File: src/rtl/bmdma_pkg.sv
package bmdma_pkg;
  localparam int unsigned PTR_BYTES = 4;
  localparam logic [2:0]  OFS_CMD   = 3'd0;
  localparam logic [2:0]  OFS_STAT  = 3'd2;
  localparam int unsigned CMD_GO    = 0;
  localparam int unsigned CMD_DIR   = 3;
  localparam int unsigned ST_ACT    = 0;
  localparam int unsigned ST_ERR    = 1;
  localparam int unsigned ST_IRQ    = 2;
  localparam int unsigned ST_W      = 3;

  typedef enum logic [1:0] {
    TGT_NONE = 2'd0,
    TGT_CMD  = 2'd1,
    TGT_STAT = 2'd2,
    TGT_PTR  = 2'd3
  } tgt_e;

  typedef struct packed {
    tgt_e       tgt;
    logic       ok;
    logic [1:0] lane;
  } dec_t;
endpackage

File: src/rtl/bmdma_decode.sv
module bmdma_decode
  import bmdma_pkg::*;
#(
  parameter int unsigned OFS_W = 3,
  parameter int unsigned LEN_W = 3
) (
  input  logic [OFS_W-1:0] offset,
  input  logic [LEN_W-1:0] len,
  output dec_t             dec
);
  logic       width_ok;
  logic [3:0] span_end;

  always_comb begin
    width_ok = (len == LEN_W'(1)) || (len == LEN_W'(2)) || (len == LEN_W'(4));
    span_end = {2'b00, offset[1:0]} + 4'(len);
    dec.lane = offset[1:0];
    dec.tgt  = TGT_NONE;
    dec.ok   = 1'b0;
    if (offset == OFS_W'(OFS_CMD)) begin
      dec.tgt = TGT_CMD;
      dec.ok  = (len == LEN_W'(1));
    end else if (offset == OFS_W'(OFS_STAT)) begin
      dec.tgt = TGT_STAT;
      dec.ok  = (len == LEN_W'(1));
    end else if (offset[2]) begin
      dec.tgt = TGT_PTR;
      dec.ok  = width_ok && (span_end <= 4'(PTR_BYTES));
    end
  end
endmodule

File: src/rtl/bmdma_ptr.sv
module bmdma_ptr
  import bmdma_pkg::*;
#(
  parameter int unsigned NBYTES = PTR_BYTES,
  parameter int unsigned LEN_W  = 3,
  localparam int unsigned DW    = 8 * NBYTES
) (
  input  logic             clk,
  input  logic             rst,
  input  logic             wr_en,
  input  logic [1:0]       lane,
  input  logic [LEN_W-1:0] len,
  input  logic [DW-1:0]    wdata,
  output logic [DW-1:0]    ptr_q,
  output logic [DW-1:0]    rdata
);
  logic [DW-1:0] shifted;

  for (genvar b = 0; b < NBYTES; b++) begin : g_byte
    localparam logic [3:0] BI = 4'(b);
    logic       hit;
    logic [2:0] rel;
    logic [7:0] byte_in;

    always_comb begin
      rel     = 3'(BI) - {1'b0, lane};
      hit     = wr_en && (BI >= {2'b00, lane}) && (BI < ({2'b00, lane} + 4'(len)));
      byte_in = wdata[{rel[1:0], 3'b000} +: 8];
    end

    always_ff @(posedge clk) begin
      if (rst) begin
        ptr_q[8*b +: 8] <= 8'h00;
      end else if (hit) begin
        ptr_q[8*b +: 8] <= byte_in;
      end
    end

    always_comb begin
      rdata[8*b +: 8] = (4'(b) < 4'(len)) ? shifted[8*b +: 8] : 8'h00;
    end
  end

  always_comb shifted = ptr_q >> {lane, 3'b000};
endmodule

File: src/rtl/bmdma_ctrl.sv
module bmdma_ctrl
  import bmdma_pkg::*;
#(
  parameter int unsigned IDX_W = 16
) (
  input  logic             clk,
  input  logic             rst,
  input  logic             cmd_wr,
  input  logic             stat_wr,
  input  logic [7:0]       wbyte,
  input  logic             eng_next,
  input  logic             eng_done,
  input  logic             eng_fault,
  input  logic             chan_irq,
  output logic [7:0]       cmd_q,
  output logic [ST_W-1:0]  stat_q,
  output logic [IDX_W-1:0] idx_q,
  output logic             start_q
);
  logic [ST_W-1:0] stat_d;
  logic            launch;
  logic            halt;

  always_comb begin
    launch = cmd_wr && wbyte[CMD_GO];
    halt   = cmd_wr && !wbyte[CMD_GO];
    stat_d = stat_q;
    if (stat_wr) stat_d = wbyte[ST_W-1:0];
    if (launch) stat_d[ST_ACT] = 1'b1;
    if (eng_done) begin
      stat_d[ST_ACT] = 1'b0;
      stat_d[ST_IRQ] = 1'b1;
    end
    if (chan_irq)  stat_d[ST_IRQ] = 1'b1;
    if (eng_fault) stat_d[ST_ERR] = 1'b1;
  end

  always_ff @(posedge clk) begin
    if (rst) begin
      cmd_q   <= 8'h00;
      stat_q  <= '0;
      idx_q   <= '0;
      start_q <= 1'b0;
    end else begin
      start_q <= launch;
      stat_q  <= stat_d;
      if (cmd_wr) cmd_q <= wbyte;
      if (halt) idx_q <= '0;
      else if (eng_next) idx_q <= idx_q + IDX_W'(1);
    end
  end
endmodule

File: src/rtl/bmdma_regwin.sv
module bmdma_regwin
  import bmdma_pkg::*;
#(
  parameter int unsigned IDX_W = 16,
  parameter int unsigned OFS_W = 3,
  parameter int unsigned LEN_W = 3,
  localparam int unsigned DW   = 8 * PTR_BYTES
) (
  input  logic             clk,
  input  logic             rst,
  input  logic             acc_valid,
  input  logic             acc_write,
  input  logic [OFS_W-1:0] acc_offset,
  input  logic [LEN_W-1:0] acc_len,
  input  logic [DW-1:0]    acc_wdata,
  input  logic             eng_next,
  input  logic             eng_done,
  input  logic             eng_fault,
  input  logic             chan_irq,
  output logic             rd_valid,
  output logic [DW-1:0]    rd_data,
  output logic             acc_err,
  output logic             eng_start,
  output logic             eng_dir,
  output logic [DW-1:0]    eng_ptr,
  output logic [IDX_W-1:0] tbl_index
);
  dec_t            dec;
  logic            legal;
  logic            cmd_wr;
  logic            stat_wr;
  logic            ptr_wr;
  logic [7:0]      cmd_q;
  logic [ST_W-1:0] stat_q;
  logic [DW-1:0]   ptr_rd;
  logic [DW-1:0]   rd_mux;

  bmdma_decode #(.OFS_W(OFS_W), .LEN_W(LEN_W)) u_dec (
    .offset (acc_offset),
    .len    (acc_len),
    .dec    (dec)
  );

  always_comb begin
    legal   = acc_valid && dec.ok;
    cmd_wr  = legal && acc_write && (dec.tgt == TGT_CMD);
    stat_wr = legal && acc_write && (dec.tgt == TGT_STAT);
    ptr_wr  = legal && acc_write && (dec.tgt == TGT_PTR);
  end

  bmdma_ptr #(.NBYTES(PTR_BYTES), .LEN_W(LEN_W)) u_ptr (
    .clk   (clk),
    .rst   (rst),
    .wr_en (ptr_wr),
    .lane  (dec.lane),
    .len   (acc_len),
    .wdata (acc_wdata),
    .ptr_q (eng_ptr),
    .rdata (ptr_rd)
  );

  bmdma_ctrl #(.IDX_W(IDX_W)) u_ctrl (
    .clk       (clk),
    .rst       (rst),
    .cmd_wr    (cmd_wr),
    .stat_wr   (stat_wr),
    .wbyte     (acc_wdata[7:0]),
    .eng_next  (eng_next),
    .eng_done  (eng_done),
    .eng_fault (eng_fault),
    .chan_irq  (chan_irq),
    .cmd_q     (cmd_q),
    .stat_q    (stat_q),
    .idx_q     (tbl_index),
    .start_q   (eng_start)
  );

  always_comb begin
    unique case (dec.tgt)
      TGT_CMD:  rd_mux = DW'(cmd_q);
      TGT_STAT: rd_mux = DW'(stat_q);
      TGT_PTR:  rd_mux = ptr_rd;
      default:  rd_mux = '0;
    endcase
  end

  always_ff @(posedge clk) begin
    if (rst) begin
      rd_valid <= 1'b0;
      rd_data  <= '0;
      acc_err  <= 1'b0;
    end else begin
      rd_valid <= legal && !acc_write;
      rd_data  <= (legal && !acc_write) ? rd_mux : '0;
      acc_err  <= acc_valid && !dec.ok;
    end
  end

  assign eng_dir = cmd_q[CMD_DIR];
endmodule

File: config.mk
export PLATFORM = sky130hd
export DESIGN_NAME = bmdma_regwin
export DESIGN_NICKNAME = d
export VERILOG_FILES = /design/src/rtl/bmdma_pkg.sv /design/src/rtl/bmdma_decode.sv /design/src/rtl/bmdma_ptr.sv /design/src/rtl/bmdma_ctrl.sv /design/src/rtl/bmdma_regwin.sv
export SDC_FILE = /design/constraint.sdc
export NUM_CORES = 1
export LEC_CHECK = 0
export ABC_CLOCK_PERIOD_IN_PS = 4200
export BUFFER_PORTS_ARGS = -buffer_cell sky130_fd_sc_hd__buf_2
export CORE_MARGIN = 5
export CORE_UTILIZATION = 25
export DETAILED_ROUTE_END_ITERATION = 10
export GPL_ROUTABILITY_DRIVEN = 0
export SKIP_LAST_GASP = 1
export SLEW_MARGIN = 20
export SYNTH_ARGS = -nofsm -noshare
export SYNTH_HDL_FRONTEND = slang
export SYNTH_SLANG_ARGS = --single-unit
File: constraint.sdc
create_clock -name clk -period 4.2 [get_ports clk]
set_clock_uncertainty 0.2 [all_clocks]
set_input_delay 1.26 -clock clk [delete_from_list [all_inputs] [get_ports clk]]
set_output_delay 1.26 -clock clk [all_outputs]
set_load 0.01 [all_outputs]
Word-level counts from Yosys, hierarchy flattened. Cells that the tools add are included.

Input bits: 46. Output and inout port bits: 84. Register bits: 94.

Bitwise operators: 1. Mux-type cells: 13. Shift-type cells: 5. Order comparisons: 12. Add/sub/neg operators: 6. Equality and inequality tests: 7. Reductions and logical operators: 29.

Operator list (count): $shiftx A32 B6 Y8 (4); $pmux W32 S3 (1); $mux W8 (4); $shr A32 B5 Y32 (1); $logic_and A1 B1 Y1 (17); $add A16 B1 Y16 const B (1); $mux W3 (4); $lt A1 B4 Y1 const A (2); $lt A2 B4 Y1 const A (2); $eq A3 B2 Y1 const B (2); $lt A1 B3 Y1 const A (2); $lt A2 B3 Y1 const A (2); $reduce_or A2 Y1 (3); $add A2 B3 Y4 (1); $eq A2 B2 Y1 const B (2); $ge A1 B2 Y1 const A (2); $le A4 B3 Y1 const B (1); $mux W1 (4); $reduce_bool A2 Y1 (2); $sub A1 B2 Y2 const A (2); $sub A2 B2 Y2 const A (2); $eq A3 B1 Y1 const B (1); $eq A3 B3 Y1 const B (1); $logic_not A1 Y1 (3); 6 further kinds (7).

Depth between registers and ports, before layout.
Depth in word-level cells: 13. Depth in mapped cells: 12.

Hierarchy. From an unflattened synthesis, not the netlist that was laid out.

Cells, all modules: 548. Area total of the unflattened synthesis: 5326.4 µm².

By module, submodules not included: bmdma_ptr (times used 1, area each 2798.9 µm², cells an instance 286); bmdma_regwin (times used 1, area each 1209.9 µm², cells an instance 118); bmdma_ctrl (times used 1, area each 1159.9 µm², cells an instance 124); bmdma_decode (times used 1, area each 157.7 µm², cells an instance 20).

Worst setup path before layout. No wires, ideal clock.

Kind: in2reg. Start: input acc_offset[0]. End: register u_ptr.ptr_q[23]. Path buffers: 5. Stages on the path: 10. Library setup time: 0.132 ns. Setup slack: 0.433 ns. Data required time: 3.868 ns. Data arrival time: 3.435 ns. Path through: clkbuf_1 buf_2 clkbuf_1 inv_1 ha_1 clkbuf_1 clkbuf_1 mux4_2 nand3_1 a21oi_1.

Cells in the longest elaborated chain, start to end: 11. Elaborated cells on any way between the ends: 18. Those cells by class: add/sub (2); order compare (3); eq/ne (2); shift (1); mux (3); reduce/logical (7).

RTL lines: start: declaration (line bmdma_regwin.sv:13) `input logic [OFS_W-1:0] acc_offset,`; $add A2 B3 Y4 (line bmdma_decode.sv:16, bmdma_ptr.sv:27); $le A4 B3 Y1 (line bmdma_decode.sv:28) `dec.ok = width_ok && (span_end <= 4'(PTR_BYTES));`; $logic_and A1 B1 Y1 (line bmdma_decode.sv:28); $mux W3 (line bmdma_decode.sv:26) `end else if (offset[2]) begin`; $mux W3 (line bmdma_decode.sv:23) `end else if (offset == OFS_W'(OFS_STAT)) begin`; $mux W3 (line bmdma_decode.sv:20) `if (offset == OFS_W'(OFS_CMD)) begin`; $logic_and A1 B1 Y1 (line bmdma_regwin.sv:45) `legal = acc_valid && dec.ok;`; $logic_and A1 B1 Y1 (2 in a row) (line bmdma_regwin.sv:48) `ptr_wr = legal && acc_write && (dec.tgt == TGT_PTR);`; $logic_and A1 B1 Y1 (2 in a row) (line bmdma_ptr.sv:27) `hit = wr_en && (BI >= {2'b00, lane}) && (BI < ({2'b00, lane} + 4'(len)));`; end signal: indexed assignment (line bmdma_ptr.sv:35) `ptr_q[8*b +: 8] <= byte_in;`; end: declaration (line bmdma_ptr.sv:14) `output logic [DW-1:0] ptr_q,`.

Parallel ways exist; a longest one is shown, timed or not. A chain may end at the register's enable or synchronous reset.

Worst setup path after layout.
Start: input acc_len[0]. End: register rd_data[12].

Cells in the longest elaborated chain, start to end: 11. Elaborated cells on any way between the ends: 18. Those cells by class: add/sub (1); order compare (2); eq/ne (3); mux (5); bitwise (1); reduce/logical (6).

RTL lines: start: declaration (line bmdma_regwin.sv:14) `input logic [LEN_W-1:0] acc_len,`; parallel branches: the longest is 11 deep, another holds $add A2 B3 Y4; end signal: assignment (line bmdma_regwin.sv:94) `rd_data <= (legal && !acc_write) ? rd_mux : '0;`; end: declaration (line bmdma_regwin.sv:21) `output logic [DW-1:0] rd_data,`.

Several ways; the timed one is not identified.

==> qor.csv <==
metric,value,unit
setup.worst_path.start_class,input port,
seq_area_frac_synth,39.27,%
yosysUniqueCellTypes,50,
end_kind,flip-flop,
grt_pass1_vias,4124,
maxSlewViolCount,0,
die_area,22040,um^2
drive_gt1_share,31.97,%
slew-limit-headroom,30.61,%
start_util,25.53,%
grt_usage,14.26,%
whs_path_depth,2,
cts_setup_buffers,0,
synth_fp_nets,540,
grt_start_max_net_pins,70,
synth-edff-count,0,
yosys_most_used_dff,dfxtp_1,
cts_tree,done,
dieHeight,148.5,um
crit_arrival,3660,ps
drv_cap,0,
drtAntennaViolNets,0,
cts_sinks,94,
drc,0,
leakage,0.002470,uW
critical_path_required,4270,ps
drt_first_pass_iters,6,
grt_pass1_wl,24.34,mm
die_x,148.5,um
antenna_found_initial,0,
dpl.hpwl,11.91,mm
reg2reg_depth,5,
cts_buffers,9,
cpMaxStageDelayCell,o2111ai_1,
status,completed,
clockBufferDepth,2,
cp_max_fo,10,
finalSetupViolCount,0,
cpMostUsedCell,nor2_1,
dr_total_vias,4261,
hp-class,flip-flop to flip-flop,
syn_area_per_cell,9.860,um^2
coreArea,18770,um^2
fill_cells,1982,
clk_pin_slew_worst_paths,70,ps
hold_violations,0,
setup_tns,0,ps
grt.overflow.total,0,
critPathKind,input port to flip-flop,
clkLatencyLatePin,340,ps
cts-root-buf,clkbuf_16,
ys_ff_latch,94,
period_minus_slack,3590,ps
peakVddDrop,153.4,uV
cp_slowest_stage_delay,550,ps
tightest_slew,1041,ps
portBuffers,129,
yosysWarningCount,0,
layout.nets,659,
dp_cells,828,
rsz0062_at_grt,no,
synthArstFlopShare,0,%
cts_resized,0,
synthToLayoutAreaGrowth,25.56,%
io_pins,130,
instances_no_fill,845,
vias_per_cell,5.043,
hold_buffers,0,
power_density,350.3,nW/um^2
period_share,85.48,%
routed_wl,15.75,mm
drt_iter0_drc,299,
htree_levels,3,
syn_inst,486,
crit_chain,"buf_2, ha_1, fa_1, nor2_1, o2bb2ai_2, o21ai_2, o2111ai_1, nor2_1",
placementRows,50,
syn_area,4792,um^2
max_freq,278.5,MHz
wl_per_cell,18.64,um
cell type report:
type / count / area [um^2] / share of cell area [%]
multi-input cells: 356 / 2758 / 45.83
well taps: 234 / 292.8 / 4.866
flip-flops and latches: 94 / 1882 / 31.27
inverters: 4 / 15.01 / 0.2495
clock inverters: 6 / 97.59 / 1.622
diodes: 1 / 2.502 / 0.04159
repair buffers: 140 / 730.7 / 12.14
clock buffers: 10 / 239.0 / 3.972
worst paths after layout:
kind | from | slack (ps) | end
setup / recovery | acc_len[0] | 610 | rd_data[12]
hold / removal | u_ctrl.cmd_q[4] | 270 | u_ctrl.cmd_q[4]
setup reg to reg | u_ctrl.idx_q[0] | 2580 | u_ctrl.idx_q[10]
hold reg to reg | u_ctrl.cmd_q[4] | 270 | u_ctrl.cmd_q[4]
worst max-delay path: cells and delay by family:
family,cells,cell delay (ps)
AOI/OAI and AO/OA,3,1070
adders and majority gates,2,720
and+or+nand+nor,2,470
buffers and inverters,1,130
flip-flops by register name, indices dropped and copies added, names as in the netlist:
| register | count |
|---|---|
| u_ctrl.stat_q | 3 |
| acc_err | 1 |
| rd_valid | 1 |
| rd_data | 32 |
| u_ptr.ptr_q | 32 |
| u_ctrl.idx_q | 16 |
| u_ctrl.start_q | 1 |
| u_ctrl.cmd_q | 8 |
power breakdown:
group / internal (uW) / switching (uW)
clock network: 548 / 376
logic: 118 / 158
registers: 899 / 9.20
stage by stage:
step / instance area (um^2) / hold slack, ps / worst slack (ps) / total power [uW] / utilization (%)
2_1_floorplan: 4792 / 245.1 / 432.7 / 1103 / -
3_3_place_gp: 5678 / 261.2 / 373.1 / 1201 / 30.25
3_5_place_dp: 5678 / 265.8 / 285.8 / 1204 / 30.25
4_1_cts: 6015 / 276.2 / 655.6 / 2129 / 32.05
5_1_grt: 6015 / 314.2 / 437.1 / 2198 / 32.05
6_report: 6017 / 273.4 / 609.8 / 2108 / 32.06
placed cells by master, fill, tap and decap left out, drive strengths merged, types with 2 or more instances in the layout:
master   instances
xor2            10
mux2i           32
a211oi           3
and3             7
mux4            32
xnor2            7
nand2b           9
and2             4
nand4b           7
nor4b            2
clkbuf          10
a21oi           36
clkinv           2
dfxtp           94
inv              6
a31oi            2
bufinv           2
o2111ai          2
nand3           25
o21ai           38
a32oi            5
nand2           22
nand4            6
a21o             2
nor2            63
a222oi           2
buf            140
o21a             2
nor3b            9
ha               7
and4             3
nor2b            4
cell families (layout without fill, tap and decap cells):
kind of cell / count (synthesis) / in the layout / share of synthesized area, %
xor+xnor: 17 / 17 / 3.107
compound gates: 102 / 102 / 12.77
fa+ha+maj: 8 / 8 / 2.245
other cells: 0 / 1 / 0
simple gates: 165 / 165 / 17.70
mux: 64 / 64 / 21.72
flops: 94 / 94 / 39.27
buf+inv: 36 / 160 / 3.185
synthesized netlist by cell type (3+ instances only):
cell type  count  area (um^2)
nor2_1        63        236.5
nand4b_1       7        61.31
a21oi_1       36        180.2
nor3b_1        9        67.56
a211oi_1       3        22.52
inv_1          3        11.26
ha_1           7        87.58
nor2b_1        4        25.02
xor2_1        10        87.58
and2_1         4        25.02
nand2_1       22        82.58
o21ai_0       33        165.2
and4_1         3        26.28
a32oi_1        5        43.79
mux2i_1       32        320.3
nand4_1        6        37.54
nand2b_1       9        56.30
dfxtp_1       94         1882
clkbuf_1      18        67.56
xnor2_1        7        61.31
nand3_1       25        125.1
mux4_2        32        720.7
o21ai_1        4        20.02
and3_1         7        43.79
buf_2         11        55.05
layer usage:
| layer | part of all wire, % | wire, um | track usage [%] | vias to the layer above |
|---|---|---|---|---|
| li1 | - | - | - | 2030 |
| met1 | 46 | 7223 | 20.01 | 2059 |
| met2 | 46 | 7286 | 22.21 | 159 |
| met3 | 6.5 | 1022 | 3.016 | 13 |
| met4 | 1.4 | 217 | 4.018 | 0 |
| met5 | 0 | 0 | 0 | - |
(Power assumes the default switching activity.)
